==> config.mk <==
export PLATFORM = sky130hd
export DESIGN_NAME = pgwalk_top
export DESIGN_NICKNAME = d
export VERILOG_FILES = /design/src/rtl/pgwalk_pkg.sv /design/src/rtl/pgwalk_addr.sv /design/src/rtl/pgwalk_ctrl.sv /design/src/rtl/pgwalk_top.sv
export SDC_FILE = /design/constraint.sdc
export NUM_CORES = 1
export LEC_CHECK = 0
export ABC_AREA = 0
export BUFFER_PORTS_ARGS = -buffer_cell sky130_fd_sc_hd__buf_2
export CAP_MARGIN = 10
export CORE_MARGIN = 1.5
export CORE_UTILIZATION = 45
export DETAILED_ROUTE_END_ITERATION = 10
export GPL_TIMING_DRIVEN = 0
export PLACE_DENSITY = 0.8
export SLEW_MARGIN = 40
export SYNTH_ARGS = -nofsm -noshare
export SYNTH_HDL_FRONTEND = slang
export SYNTH_SLANG_ARGS = --single-unit
==> constraint.sdc <==
create_clock -name clk -period 1.9 [get_ports clk]
set_input_delay 0.285 -clock clk [delete_from_list [all_inputs] [get_ports clk]]
set_output_delay 0.285 -clock clk [all_outputs]
set_load 0.01 [all_outputs]
==> src/rtl/pgwalk_pkg.sv <==
package pgwalk_pkg;
  typedef enum logic [2:0] {
    ST_IDLE,
    ST_RD_DIR,
    ST_RD_TBL,
    ST_OK,
    ST_FLT
  } walk_st_t;

  localparam logic LVL_DIR = 1'b0;
  localparam logic LVL_TBL = 1'b1;
endpackage

==> src/rtl/pgwalk_addr.sv <==
module pgwalk_addr #(
  parameter int LA_W     = 32,
  parameter int DIR_BITS = 10,
  parameter int TBL_BITS = 10,
  parameter int OFS_BITS = 12,
  parameter int ENT_LOG2 = 2
) (
  input  logic [LA_W-OFS_BITS-1:0] base_frame,
  input  logic [LA_W-OFS_BITS-1:0] dir_frame,
  input  logic [LA_W-OFS_BITS-1:0] pte_frame,
  input  logic [LA_W-1:0]          laddr,
  input  logic                     sel_tbl,
  output logic [LA_W-1:0]          entry_addr,
  output logic [LA_W-1:0]          paddr
);
  localparam int FRAME_W = LA_W - OFS_BITS;
  localparam int TBL_LSB = OFS_BITS;
  localparam int DIR_LSB = OFS_BITS + TBL_BITS;

  logic [DIR_BITS-1:0] dir_idx;
  logic [TBL_BITS-1:0] tbl_idx;
  logic [LA_W-1:0]     root;
  logic [LA_W-1:0]     step;

  assign dir_idx = laddr[DIR_LSB +: DIR_BITS];
  assign tbl_idx = laddr[TBL_LSB +: TBL_BITS];

  // entry address = table base + index * entry size
  always_comb begin
    if (sel_tbl) begin
      root = {dir_frame, {OFS_BITS{1'b0}}};
      step = LA_W'(tbl_idx) << ENT_LOG2;
    end else begin
      root = {base_frame, {OFS_BITS{1'b0}}};
      step = LA_W'(dir_idx) << ENT_LOG2;
    end
    entry_addr = root + step;
  end

  assign paddr = {pte_frame[FRAME_W-1:0], laddr[OFS_BITS-1:0]};
endmodule

==> src/rtl/pgwalk_ctrl.sv <==
module pgwalk_ctrl
  import pgwalk_pkg::*;
#(
  parameter int LA_W        = 32,
  parameter int OFS_BITS    = 12,
  parameter int PRESENT_BIT = 0
) (
  input  logic                     clk,
  input  logic                     rst_n,
  input  logic                     req_valid,
  input  logic [LA_W-1:0]          req_laddr,
  output logic                     req_ready,
  input  logic                     mem_ready,
  input  logic [LA_W-1:0]          mem_rdata,
  output logic                     mem_valid,
  output logic                     sel_tbl,
  output logic [LA_W-1:0]          laddr_q,
  output logic [LA_W-OFS_BITS-1:0] dir_frame_q,
  output logic [LA_W-OFS_BITS-1:0] pte_frame_q,
  output logic                     rsp_valid,
  output logic                     rsp_fault,
  output logic                     rsp_level
);
  localparam int FRAME_W = LA_W - OFS_BITS;

  walk_st_t state_q, state_d;
  logic     ld_la, ld_dir, ld_pte, ld_lvl;
  logic     lvl_q, lvl_d;
  logic     present;

  assign present = mem_rdata[PRESENT_BIT];

  always_comb begin
    state_d = state_q;
    ld_la   = 1'b0;
    ld_dir  = 1'b0;
    ld_pte  = 1'b0;
    ld_lvl  = 1'b0;
    lvl_d   = lvl_q;
    case (state_q)
      ST_IDLE: begin
        if (req_valid) begin
          ld_la   = 1'b1;
          state_d = ST_RD_DIR;
        end
      end
      ST_RD_DIR: begin
        if (mem_ready) begin
          if (present) begin
            ld_dir  = 1'b1;
            state_d = ST_RD_TBL;
          end else begin
            ld_lvl  = 1'b1;
            lvl_d   = LVL_DIR;
            state_d = ST_FLT;
          end
        end
      end
      ST_RD_TBL: begin
        if (mem_ready) begin
          if (present) begin
            ld_pte  = 1'b1;
            state_d = ST_OK;
          end else begin
            ld_lvl  = 1'b1;
            lvl_d   = LVL_TBL;
            state_d = ST_FLT;
          end
        end
      end
      default: state_d = ST_IDLE;
    endcase
  end

  always_ff @(posedge clk or negedge rst_n) begin
    if (!rst_n) begin
      state_q <= ST_IDLE;
      lvl_q   <= LVL_DIR;
    end else begin
      state_q <= state_d;
      if (ld_lvl) lvl_q <= lvl_d;
    end
  end

  always_ff @(posedge clk) begin
    if (ld_la)  laddr_q     <= req_laddr;
    if (ld_dir) dir_frame_q <= mem_rdata[LA_W-1 -: FRAME_W];
    if (ld_pte) pte_frame_q <= mem_rdata[LA_W-1 -: FRAME_W];
  end

  assign req_ready = (state_q == ST_IDLE);
  assign mem_valid = (state_q == ST_RD_DIR) || (state_q == ST_RD_TBL);
  assign sel_tbl   = (state_q == ST_RD_TBL);
  assign rsp_valid = (state_q == ST_OK) || (state_q == ST_FLT);
  assign rsp_fault = (state_q == ST_FLT);
  assign rsp_level = lvl_q;

  assert_accept_starts_R2: assert property (@(posedge clk) disable iff (!rst_n)
    (req_valid && req_ready) |=> (mem_valid && !sel_tbl));

  assert_rsp_pulse_R7: assert property (@(posedge clk) disable iff (!rst_n)
    rsp_valid |=> (!rsp_valid && req_ready));

  assert_busy_hold_R8: assert property (@(posedge clk) disable iff (!rst_n)
    (req_valid && req_ready) |=> !req_ready);

  assert_dir_miss_level_R5: assert property (@(posedge clk) disable iff (!rst_n)
    (mem_valid && mem_ready && !sel_tbl && !present) |=> (rsp_fault && rsp_level == LVL_DIR));
endmodule

==> src/rtl/pgwalk_top.sv <==
module pgwalk_top #(
  parameter int LA_W        = 32,
  parameter int DIR_BITS    = 10,
  parameter int TBL_BITS    = 10,
  parameter int OFS_BITS    = 12,
  parameter int ENT_LOG2    = 2,
  parameter int PRESENT_BIT = 0,
  parameter int SYNC_STAGES = 2
) (
  input  logic            clk,
  input  logic            rst_n,
  input  logic            req_valid,
  input  logic [LA_W-1:0] req_laddr,
  output logic            req_ready,
  output logic            rsp_valid,
  output logic            rsp_fault,
  output logic            rsp_level,
  output logic [LA_W-1:0] rsp_paddr,
  output logic [LA_W-1:0] rsp_laddr,
  output logic            mem_valid,
  output logic [LA_W-1:0] mem_addr,
  input  logic            mem_ready,
  input  logic [LA_W-1:0] mem_rdata,
  input  logic            base_wr_en,
  input  logic [LA_W-1:0] base_wr_data
);
  localparam int FRAME_W = LA_W - OFS_BITS;

  logic               rst_sync_n;
  logic [FRAME_W-1:0] base_q;
  logic               base_ld;
  logic               sel_tbl;
  logic [FRAME_W-1:0] dir_frame_q;
  logic [FRAME_W-1:0] pte_frame_q;
  logic [LA_W-1:0]    laddr_q;

  generate
    if (SYNC_STAGES > 1) begin : g_sync_multi
      logic [SYNC_STAGES-1:0] sync_q;
      always_ff @(posedge clk or negedge rst_n) begin
        if (!rst_n) sync_q <= '0;
        else        sync_q <= {sync_q[SYNC_STAGES-2:0], 1'b1};
      end
      assign rst_sync_n = sync_q[SYNC_STAGES-1];
    end else begin : g_sync_single
      logic sync_q;
      always_ff @(posedge clk or negedge rst_n) begin
        if (!rst_n) sync_q <= 1'b0;
        else        sync_q <= 1'b1;
      end
      assign rst_sync_n = sync_q;
    end
  endgenerate

  // base register: clock enable only while the walker is idle
  assign base_ld = base_wr_en && req_ready;

  always_ff @(posedge clk or negedge rst_sync_n) begin
    if (!rst_sync_n)  base_q <= '0;
    else if (base_ld) base_q <= base_wr_data[LA_W-1 -: FRAME_W];
  end

  pgwalk_ctrl #(
    .LA_W        (LA_W),
    .OFS_BITS    (OFS_BITS),
    .PRESENT_BIT (PRESENT_BIT)
  ) ctrl_i (
    .clk         (clk),
    .rst_n       (rst_sync_n),
    .req_valid   (req_valid),
    .req_laddr   (req_laddr),
    .req_ready   (req_ready),
    .mem_ready   (mem_ready),
    .mem_rdata   (mem_rdata),
    .mem_valid   (mem_valid),
    .sel_tbl     (sel_tbl),
    .laddr_q     (laddr_q),
    .dir_frame_q (dir_frame_q),
    .pte_frame_q (pte_frame_q),
    .rsp_valid   (rsp_valid),
    .rsp_fault   (rsp_fault),
    .rsp_level   (rsp_level)
  );

  pgwalk_addr #(
    .LA_W     (LA_W),
    .DIR_BITS (DIR_BITS),
    .TBL_BITS (TBL_BITS),
    .OFS_BITS (OFS_BITS),
    .ENT_LOG2 (ENT_LOG2)
  ) addr_i (
    .base_frame (base_q),
    .dir_frame  (dir_frame_q),
    .pte_frame  (pte_frame_q),
    .laddr      (laddr_q),
    .sel_tbl    (sel_tbl),
    .entry_addr (mem_addr),
    .paddr      (rsp_paddr)
  );

  assign rsp_laddr = laddr_q;

  assert_mem_hold_R9: assert property (@(posedge clk) disable iff (!rst_sync_n)
    (mem_valid && !mem_ready) |=> (mem_valid && $stable(mem_addr)));

  assert_base_frozen_R10: assert property (@(posedge clk) disable iff (!rst_sync_n)
    !req_ready |=> $stable(base_q));

  assert_offset_passthru_R4: assert property (@(posedge clk) disable iff (!rst_sync_n)
    (rsp_valid && !rsp_fault) |-> (rsp_paddr[OFS_BITS-1:0] == rsp_laddr[OFS_BITS-1:0]));
endmodule

After elaboration in Yosys (flattened, before gate mapping)
Cells that the tools add are included.
{"block": "totals", "reg_bits": 98, "out_inout_bits": 101, "word_cells": 47}
{"block": "op_classes", "add_sub_neg": 1, "eq_ne": 9, "mux": 22, "n_reduce_logical": 8}
{"op": "$add 32x32->32", "count": 1}
{"op": "$mux 32", "count": 1}
{"op": "$mux 3", "count": 5}
{"op": "$mux 1", "count": 13}
{"op": "$mux 12", "count": 1}
{"op": "$ne 2x2->1 const B", "count": 5}
{"op": "$pmux 3 s3", "count": 1}
{"op": "$eq 3x2->1 const B", "count": 2}
{"op": "$reduce_and 6->1", "count": 1}
{"op": "$eq 3x1->1 const B", "count": 1}
{"op": "$eq 3x3->1 const B", "count": 1}
{"op": "$logic_not 3->1", "count": 1}
{"op": "$reduce_and 3->1", "count": 1}
{"op": "$logic_or 1x1->1", "count": 2}
{"op": "$pmux 1 s2", "count": 1}
{"op": "$reduce_bool 2->1", "count": 1}
{"op": "$reduce_or 2->1", "count": 1}
{"op": "$logic_and 1x1->1", "count": 1}

Logic depth before layout (Yosys ltp)
Gate-level depths: netlist (run 1).
{"block": "logic_depth", "word_depth": 4, "ltp_mapped": 5, "depth_no_buf": 3}

Modules after synthesis
From an unflattened synthesis (run 1), not the netlist that was laid out.
{"block": "hier_totals", "cells_unflattened": 220, "hier_area_um2": 4072.7}
{"mod": "pgwalk_ctrl", "instances": 1, "cells_each": 106, "area_each_um2": 2446.1, "seq_area_each_um2": 2262.2}
{"mod": "pgwalk_top", "instances": 1, "cells_each": 46, "area_each_um2": 883.3, "seq_area_each_um2": 550.5}
{"mod": "pgwalk_addr", "instances": 1, "cells_each": 68, "area_each_um2": 743.2, "seq_area_each_um2": 0.0}

Worst setup path after synthesis (run 1)
Ideal clock, no wire load.
{"block": "synth_timing", "path_kind": "reg2reg", "start": "register ctrl_i.state_q[0]", "end": "register ctrl_i.laddr_q[0] (enable)", "setup_ps": 461, "t_arrival_ps": 2829, "t_required_ps": 1439, "path_slack_ps": -1390, "stages_incl_launch_ff": 3, "path_buffers": 0, "synth_period_minus_slack_ps": 3290, "path_cell_list": "dfrtp_1 nand2b_1 nor3_1"}
{"block": "synth_between", "elab_chain_cells": 2}
{"element": "start: declaration", "line": "pgwalk_ctrl.sv:26", "source": "walk_st_t state_q, state_d;"}
{"element": "start signal: assignment", "line": "pgwalk_ctrl.sv:80", "source": "state_q <= state_d;"}
{"element": "$logic_not 3->1", "line": "pgwalk_ctrl.sv:40", "source": "case (state_q)"}
{"element": "$mux 1", "line": "pgwalk_ctrl.sv:40"}
{"element": "named net ctrl_i.ld_la", "line": "pgwalk_ctrl.sv:27", "source": "logic ld_la, ld_dir, ld_pte, ld_lvl;"}
{"element": "end signal: assignment", "line": "pgwalk_ctrl.sv:86", "source": "if (ld_la) laddr_q <= req_laddr;"}
{"element": "end: declaration", "line": "pgwalk_ctrl.sv:17", "source": "output logic [LA_W-1:0] laddr_q,"}
The timed path passes the listed nets, and every way through them passes these cells.
A chain may end at the register's enable or synchronous reset.

Final worst setup path (run 1)
{"block": "layout_timing", "start": "register ctrl_i.state_q[0]", "end": "output port mem_addr[15]"}
{"block": "layout_between", "elab_chain_cells": 3, "elab_cells_between_ends": 4}
{"element": "$eq 3x2->1 *", "line": "pgwalk_ctrl.sv:93", "source": "assign sel_tbl = (state_q == ST_RD_TBL);"}
{"element": "$mux 32 / $mux 12 (equally long branches)", "line": "pgwalk_addr.sv:30", "source": "if (sel_tbl) begin"}
{"element": "$add 32x32->32 *", "line": "pgwalk_addr.sv:37", "source": "entry_addr = root + step;"}
{"element": "end: declaration", "line": "pgwalk_top.sv:21", "source": "output logic [LA_W-1:0] mem_addr,"}
Every way passes the cells marked *; elsewhere a longest branch is shown, timed or not.

==> out/qor.txt, run 1 <==
arrival time at the worst endpoint - 1.74 ns
WL per Instance - 16.7 µm
violated checks - setup timing
Die Y - 95.6 µm
Clock Latency Late Sink - 0.36 ns
part of the power in the clock network - 18.5%
post-route cell area - 5340 µm²
initial antenna violation count - 0
Fmax achieved - 0.495 GHz
Final Skew - 0.0191 ns
root buffer cell - clkbuf_8
Leakage - 2.37 nW
initial detailed-routing violation count - 71
H-tree Lvls - 3
critical path peak fanout - 10
layout cell share with drive strength beyond 1 - 71.1%
Mapped Cells - 200
Req. time, crit path - 1.62 ns
Setup-failing EPs final - 30
vias per cell - 4.62
final number of max-transition violations - 0
final std cells w/o fill - 513
Net Switching - 2.35 mW
final worst slack - -0.121 ns
relative slew slack - 62.4%
crit path cell chain - nand2b_4 > nor2_4 > buf_4 > buf_12 > mux2_4 > buf_2
Pwr Density - 1410 nW/µm²
FF-to-FF setup slack - 0.10 ns
DP Worst Slack - -0.0799 ns
switching share of total power - 31.2%
maximum VDD drop - 0.000747 V
PortBufs - 176
Cell Area, Synth - 3860 µm²
Reg clk slew, reported paths - 0.10 ns
Post-Route WL - 8590 µm
critical path depth in cells - 6
Placer Congestion - 0.787
detailed-route via count - 2,372
slowest CP cell - dfrtp_2
r2r startpoint - ctrl_i.state_q[2]$_DFFE_PN0P_
critical path type - flop to output pin
# clock sinks - 98
CP Capture Point - mem_addr[15]
die area - 9150 µm²
all-layer global routing usage - 19.0%
nets - 504
Crit path largest cell delay - 0.41 ns
Seq pwr share - 40.7%
Worst Path Buf+Inv - 3
Initial Util - 46.8%
DRC - 0
Fill cells - 638
worst hold slack - 0.0964 ns
P_int - 5.20 mW
Min Clock Period, post-route - 2.02 ns
largest net degree at the start of global routing - 25
Yosys top cell area share - 56.0%
num rows - 33
first-pass GRT wire length - 12,300 µm
# diodes - 0
Final Cycle Share - 106%
cell family with most CP delay - buffers and inverters
synth warn - 0
critical path capture point type - output pin
I/O pin cnt - 202
most frequent cells in the layout - buf_2, edfxtp_1, mux2_4, buf_4, dfrtp_1
Max Cap Viol - 0
R2R depth - 5
Util after Layout - 64.7%
die width - 95.6 µm
GRT Residual Overflow - 0
Netlist cell types - 29
commonest non-fill, non-tap cell in the layout - buf_2
hpwl dp - 6390 µm
leading area contributor after synthesis - edfxtp_1
RSZ-0062 raised after global routing - yes
post-synthesis sequential area ratio - 72.8%
Area contributors post-synth - edfxtp_1, dfrtp_1, mux2_4
Hold Crit Class - input port to flop
Post-Place Cells - 487
TritonCTS clock tree - yes
combinational group share of total power - 40.8%
drt pass-1 iters - 4
Final Hold Fails - 0
Core Box Area - 8260 µm²
DRT antenna net count - 0
CTS buffer count - 9
status - finished with violations
placed cell area - 4960 µm²
r2r endpoint - ctrl_i.dir_frame_q[19]$_DFFE_PP_
Critical path origin - ctrl_i.state_q[0]$_DFFE_PN0P_
vias in the first global route - 2,329
Clock Path Buffers - 2
Syn Area/Cell - 19.3 µm²
Synth Register Bits - 98
P&R area growth vs syn - 38.3%
Design Power - 7.55 mW
setup TNS - -2.50 ns
Setup crit start kind - flop
worst slew pin tran - 0.562 ns
## sequential cells by signal, indices dropped and copies added (netlist names)
register	flops
g_sync_multi.sync_q	2
base_q	20
ctrl_i.pte_frame_q	20
ctrl_i.dir_frame_q	20
ctrl_i.state_q	3
ctrl_i.rsp_level	1
ctrl_i.laddr_q	32
## cells by family after synthesis
kind of cell | after synthesis | share of synthesized area, %
buffers and inverters | 23 | 4.76
AO/OA/AOI/OAI | 7 | 1.20
flip-flops | 98 | 72.8
other | 2 | 0.194
AND/OR/NAND/NOR | 20 | 3.50
multiplexers | 50 | 17.5
## worst register-to-register path, delay by kind of cell, from the launching register on
kind                   cells  cell delay [ns]
DFF                        1             0.38
buffers and inverters      3             0.58
and+or+nand+nor            2             0.56
## layout make-up
cell class	count	area (µm²)	area share, %
well taps	105	131	2.46
flip-flops and latches	98	2820	52.7
clock inverters	7	85.1	1.59
plain buffers	20	190	3.56
clock buffers	9	124	2.32
multi-input cells	80	921	17.2
repair buffers	192	1070	20.0
inverters	2	7.51	0.141
## power by group through the flow
stage / logic [mW] / registers [mW] / clock network [mW]
finish: 3.08 / 3.07 / 1.40
global route: 3.32 / 3.13 / 1.51
CTS: 3.15 / 3.08 / 1.42
detailed placement: 2.83 / 3.15 / 0
global placement: 2.72 / 3.11 / 0
floorplan: 1.76 / 3.18 / 0
## Yosys cell counts (all sizes together)
library cell	n
nand3	1
a21oi	2
o32ai	1
o21ai	1
buf	21
and2b	1
mux2	50
nor3	3
o21bai	1
nor4	1
nor2b	1
or3b	1
nand2	2
dfrtp	26
edfxtp	72
or2b	1
and2	1
inv	2
nor3b	1
nor2	4
nand2b	3
a21o	1
o211ai	1
conb	2
## repair_timing
action,4_1_cts,5_1_grt
hold endpoints to repair,2,0
pin swaps,2,2
hold buffers,1,0
buffers inserted,9,0
gates resized for setup,17,4
gates cloned,2,0
setup endpoints to repair,38,52
## how the worst min path moves through the flow
| stage | start | endpoint | slack, ns | cells after the start |
|---|---|---|---|---|
| 5_1_grt | req_laddr[12] | ctrl_i.laddr_q[12]$_DFFE_PP_ | 0.07 | 1 |
| 2_1_floorplan | rst_n | g_sync_multi.sync_q[0]$_DFF_PN0_ | -0.01 | 0 |
| 4_1_cts | req_laddr[3] | ctrl_i.laddr_q[3]$_DFFE_PP_ | 0.08 | 1 |
| 3_5_place_dp | rst_n | g_sync_multi.sync_q[0]$_DFF_PN0_ | 0.07 | 1 |
| 3_3_place_gp | rst_n | g_sync_multi.sync_q[0]$_DFF_PN0_ | 0.07 | 1 |
| 6_report | req_laddr[3] | ctrl_i.laddr_q[3]$_DFFE_PP_ | 0.1 | 1 |
## layer usage
metal,wire [µm],global-route usage (%)
met5,0,0
met4,135,6.99
met3,328,2.87
met2,4700,33.8
met1,3430,23.1
No activity file was read; power rests on OpenSTA's default activity.
==> run 2: changes to the inputs <==
- BUFFER_PORTS_ARGS: -buffer_cell sky130_fd_sc_hd__buf_2 -> default
- CORE_UTILIZATION: 45 -> 60
- DONT_BUFFER_PORTS: default -> 1
- MAX_ROUTING_LAYER: default -> met4
- PLACE_DENSITY: 0.8 -> 0.76
==> run 2 against run 1 <==
Net effect: the flow still finishes with violations (setup timing); die area down 24%; total power down 7.9%; worst hold slack worse by 0.071 ns; clock power about the same; final cell count down 39%; non-clock buffer count down 173; sequential share of layout area up 11 points; register-to-register slack worse by 0.05 ns; design area down 17%; largest power group is now sequential cells; highest routed layer unchanged.
==> out/qor.txt, run 2 (synthesis results as in run 1) <==
largest net degree at the start of global routing - 25
violated checks - setup timing
maximum VDD drop - 0.000854 V
DRC - 0
most frequent cells in the layout - edfxtp_1, mux2_4, buf_4, dfrtp_1, mux2_2
die width - 83.2 µm
Initial Util - 61.5%
Min Clock Period, post-route - 1.94 ns
Reg clk slew, reported paths - 0.09 ns
detailed-route via count - 1,809
final worst slack - -0.0386 ns
worst hold path endpoint - ctrl_i.laddr_q[8]$_DFFE_PP_
Pwr Density - 1560 nW/µm²
Die Y - 83.2 µm
post-route cell area - 4450 µm²
Clock Latency Late Sink - 0.35 ns
r2r startpoint - ctrl_i.state_q[1]$_DFFE_PN0P_
nets - 331
Hold Startpoint - req_laddr[8]
GRT Residual Overflow - 0
I/O pin cnt - 202
R2R depth - 7
relative slew slack - 60.1%
initial antenna violation count - 0
worst hold slack - 0.0252 ns
critical path peak fanout - 10
DRT antenna net count - 0
# diodes - 0
layout cell share with drive strength beyond 1 - 47.7%
Critical path origin - ctrl_i.state_q[0]$_DFFE_PN0P_
# clock sinks - 98
Util after Layout - 70.8%
FF-to-FF setup slack - 0.05 ns
Largest register FFs - 32
placed cell area - 4060 µm²
Post-Route WL - 7480 µm
CTS buffer count - 9
Final Hold Fails - 0
hpwl dp - 5490 µm
worst slew pin tran - 0.598 ns
die area - 6930 µm²
TritonCTS clock tree - yes
setup TNS - -0.690 ns
commonest non-fill, non-tap cell in the layout - edfxtp_1
first-pass GRT wire length - 11,300 µm
status - finished with violations
Setup-failing EPs final - 30
Core Box Area - 6280 µm²
drt pass-1 iters - 4
Fmax achieved - 0.516 GHz
WL per Instance - 24.0 µm
register name with the most flops - ctrl_i.laddr_q
Placer Congestion - 0.852
Clock Path Buffers - 2
arrival time at the worst endpoint - 1.65 ns
Hold Crit Class - input port to flop
Setup crit start kind - flop
Req. time, crit path - 1.62 ns
Max Cap Viol - 0
initial detailed-routing violation count - 76
P&R area growth vs syn - 15.1%
num rows - 29
vias per cell - 5.80
all-layer global routing usage - 22.9%
final number of max-transition violations - 0
critical path capture point type - output pin
PortBufs - 0
Final Skew - 0.00934 ns
RSZ-0062 raised after global routing - yes
r2r endpoint - base_q[18]$_DFFE_PN0P_
DP Worst Slack - 0.156 ns
H-tree Lvls - 3
critical path type - flop to output pin
Final Cycle Share - 102%
root buffer cell - clkbuf_8
vias in the first global route - 2,042
Leakage - 1.68 nW
worst hold stages - 0
## run 2: cell types whose count changed in the layout (fill, tap and decap cells not counted), moves of 3 or more
cell | previous run | this run
buf_2 | 171 | 0
buf_6 | 12 | 9
clkbuf_1 | 0 | 3
clkinv_4 | 4 | 1
## run 2: repair_timing
item	4_1_cts	5_1_grt
pin swaps	1	1
resized for setup	9	6
hold buffers	1	0
endpoints found under the setup margin	31	30
setup buffers	8	2
gates cloned	1	1
hold endpoints to repair	2	0
## run 2: worst max path at each step
stage,slack [ns],cells after the start,end
floorplan,0.05,2,ctrl_i.laddr_q[0]$_DFFE_PP_
global placement,-0.32,3,ctrl_i.dir_frame_q[2]$_DFFE_PP_
detailed placement,0.16,4,mem_addr[2]
CTS,-0.08,5,mem_addr[2]
global route,-0.09,5,mem_addr[31]
finish,-0.04,5,mem_addr[13]
## run 2: per-layer routing
metal	vias to the layer above	routed length, µm	global-route usage (%)
met5	-	0	-
met4	0	157	9.85
met3	15	723	7.16
met2	129	3840	37.3
met1	880	2760	26.6
li1	785	-	-
## run 2: cell type report
class | instances | area [µm²]
timing repair buffer | 19 | 214
buffer | 20 | 185
fill | 403 | 1830
tap | 77 | 96.3
inverter | 2 | 7.51
clock inverter | 4 | 76.3
multi-input combinational | 80 | 916
clock buffer | 12 | 135
sequential | 98 | 2820
## run 2: per-stage QoR
step | instances | power (mW)
floorplan | 201 | 4.94
global placement | 278 | 5.22
detailed placement | 284 | 5.38
CTS | 310 | 6.97
global route | 312 | 7.26
finish | 312 | 6.96
## run 2: power by group
part	internal (mW)	switching, mW
Sequential	2.86	0.355
Clock	0.745	0.630
Combinational	1.28	1.09
## run 2: worst max-delay path, cell delays in order, from the launching register on
cell      delay [ns]
dfrtp_2         0.42
nand2b_4        0.16
nor2_4          0.12
buf_4           0.14
buf_12          0.14
mux2_4          0.33
==> run 3: changes to the inputs <==
- ABC_AREA: 0 -> 1
- BUFFER_PORTS_ARGS: default -> -buffer_cell sky130_fd_sc_hd__buf_2
- CORE_UTILIZATION: 60 -> 44
- DONT_BUFFER_PORTS: 1 -> default
- PLACE_DENSITY: 0.76 -> 0.79
==> run 3 against run 2 <==
Net effect: utilization is 5.9 points lower; total power grew 1.8%; final cell count increased by 100%; register-to-register slack improved by 0.14 ns; clock power up 7%; combinational power grew 8%; critical path type unchanged; the run now ends clean; sequential power down 5%; fmax is 2.9% higher; critical endpoint is now mem_addr[29]; first-iteration DRC count rose by 93%; global-route usage shrank 1.3 points; critical path depth rose by 3; non-clock buffer count rose by 185.
==> out/qor.txt, run 3 <==
status - completed
Final Skew - 0.00832 ns
final number of max-transition violations - 0
die width - 95.3 µm
vias in the first global route - 2,850
critical path type - flop to output pin
H-tree Lvls - 3
critical path peak fanout - 5
Die Y - 95.3 µm
maximum VDD drop - 0.000647 V
Largest register FFs - 32
switching share of total power - 33.8%
post-synthesis sequential area ratio - 75.1%
count leader, synth - nand2_1
Placer Congestion - 0.823
Clock Path Buffers - 2
GRT Residual Overflow - 0
RSZ-0062 raised after global routing - yes
relative slew slack - 64.3%
worst hold path endpoint - ctrl_i.laddr_q[30]$_DFFE_PP_
DRC - 0
setup TNS - 0 ns
Clock Latency Late Sink - 0.35 ns
I/O pin cnt - 202
Min Clock Period, post-route - 1.88 ns
nets - 621
synth warn - 0
Initial Util - 45.6%
CTS buffer count - 9
Req. time, crit path - 1.62 ns
Setup crit start kind - flop
P_int - 4.69 mW
Final Hold Fails - 0
Net Switching - 2.39 mW
TritonCTS clock tree - yes
drt pass-1 iters - 4
Seq pwr share - 43.0%
largest net degree at the start of global routing - 25
WL per Instance - 15.4 µm
critical path capture point type - output pin
Cell Area, Synth - 3750 µm²
Mapped Cells - 310
number of synthesized flops with an enable pin - 72
register name with the most flops - ctrl_i.laddr_q
Synth Register Bits - 98
r2r startpoint - ctrl_i.state_q[1]$_DFFE_PN0P_
vias per cell - 4.76
arrival time at the worst endpoint - 1.60 ns
# clock sinks - 98
DRT antenna net count - 0
part of the power in the clock network - 21.0%
Design Power - 7.08 mW
first-pass GRT wire length - 13,800 µm
detailed-route via count - 2,996
num rows - 33
die area - 9080 µm²
FF-to-FF setup slack - 0.19 ns
initial antenna violation count - 0
Area contributors post-synth - edfxtp_1, dfrtp_1, nand2_1
root buffer cell - clkbuf_8
worst slew pin tran - 0.536 ns
Core Box Area - 8220 µm²
R2R depth - 6
# diodes - 0
Async SR Flop Fraction - 26.5%
Fill cells - 661
leading area contributor after synthesis - edfxtp_1
Reg clk slew, reported paths - 0.09 ns
Critical path origin - ctrl_i.state_q[2]$_DFFE_PN0P_
Max Cap Viol - 0
combinational group share of total power - 36.0%
Leakage - 2.59 nW
PortBufs - 176
worst hold stages - 1
Yosys top cell area share - 57.7%
Setup-failing EPs final - 0
layout cell share with drive strength beyond 1 - 49.1%
r2r endpoint - ctrl_i.laddr_q[29]$_DFFE_PP_
commonest non-fill, non-tap cell in the layout - buf_2
P&R area growth vs syn - 42.4%
worst hold slack - 0.102 ns
Post-Route WL - 9710 µm
Pwr Density - 1330 nW/µm²
initial detailed-routing violation count - 147
Final Cycle Share - 99.1%
Hold Crit Class - input port to flop
Fmax achieved - 0.531 GHz
Top FF cell, synth - edfxtp_1
hpwl dp - 7120 µm
Hold Startpoint - req_laddr[30]
top post-synthesis cells by count - nand2_1, edfxtp_1, dfrtp_1, nand3_1, buf_4
Netlist cell types - 20
most frequent cells in the layout - buf_2, nand2_1, edfxtp_1, buf_4, dfrtp_1
all-layer global routing usage - 21.6%
Syn Area/Cell - 12.1 µm²
## run 3: repair_timing
action,4_1_cts,5_1_grt
buffers inserted,4,11
resized for setup,8,29
hold buffers,1,0
pin swaps,2,7
gates cloned,0,2
setup endpoints to repair,55,55
endpoints found under the hold margin,2,0
## run 3: power groups by stage
stage	registers [mW]	clock network, mW	logic [mW]
2_1_floorplan	3.11	0	1.21
3_3_place_gp	3.06	0	2.12
3_5_place_dp	3.09	0	2.23
4_1_cts	3.03	1.51	2.31
5_1_grt	3.09	1.59	2.80
6_report	3.04	1.48	2.55
## run 3: cell families after synthesis
logic type | synth area share [%]
AO/OA/AOI/OAI | 0.501
buffers and inverters | 5.38
other | 0.200
AND/OR/NAND/NOR | 18.8
flip-flops | 75.1
## run 3: area by class of cell
type	count	area (µm²)	share of cell area, %
Timing Repair Buffer	198	1110	20.8
Tap cell	105	131	2.46
Sequential cell	98	2820	52.8
Buffer	26	211	3.96
Multi-Input combinational cell	180	810	15.2
Inverter	7	28.8	0.539
Clock inverter	6	88.8	1.67
Clock buffer	10	138	2.58
## run 3: worst max-delay path: stages (launching register included)
cell and delay (ns):
dfrtp_2 0.44, inv_4 0.10, nand2_4 0.06, nor2_4 0.14, buf_12 0.14, buf_6 0.12, nand2_1 0.05, nand2_1 0.07
buf_2 0.13
## run 3: per-layer routing
metal / part of all wire [%] / GRT usage [%] / vias up / wire (µm)
met5: 0 / - / - / 0
met4: 3.0 / 10.6 / 0 / 289
met3: 4.9 / 2.95 / 28 / 480
met2: 50 / 34.9 / 123 / 4900
met1: 42 / 26.9 / 1414 / 4050
li1: - / - / 1431 / -
## run 3: worst max path at each step
stage | endpoint | slack [ns] | cells past startpoint
6_report | mem_addr[29] | 0.02 | 8
5_1_grt | mem_addr[29] | -0.07 | 8
4_1_cts | mem_addr[19] | -0.01 | 7
3_5_place_dp | ctrl_i.pte_frame_q[3]$_DFFE_PP_ | -0.14 | 5
3_3_place_gp | ctrl_i.pte_frame_q[3]$_DFFE_PP_ | -0.28 | 4
2_1_floorplan | ctrl_i.laddr_q[0]$_DFFE_PP_ | 0.09 | 3
## run 3: per-stage QoR
| step | cells | utilization (%) | area (µm²) | setup WS, ns |
|---|---|---|---|---|
| 2_1_floorplan | 311 | - | 3780 | 0.0926 |
| 3_3_place_gp | 592 | 58.4 | 4800 | -0.282 |
| 3_5_place_dp | 596 | 59.0 | 4850 | -0.141 |
| 4_1_cts | 617 | 62.6 | 5140 | -0.0108 |
| 5_1_grt | 630 | 64.9 | 5340 | -0.0658 |
| 6_report | 630 | 64.9 | 5340 | 0.0167 |
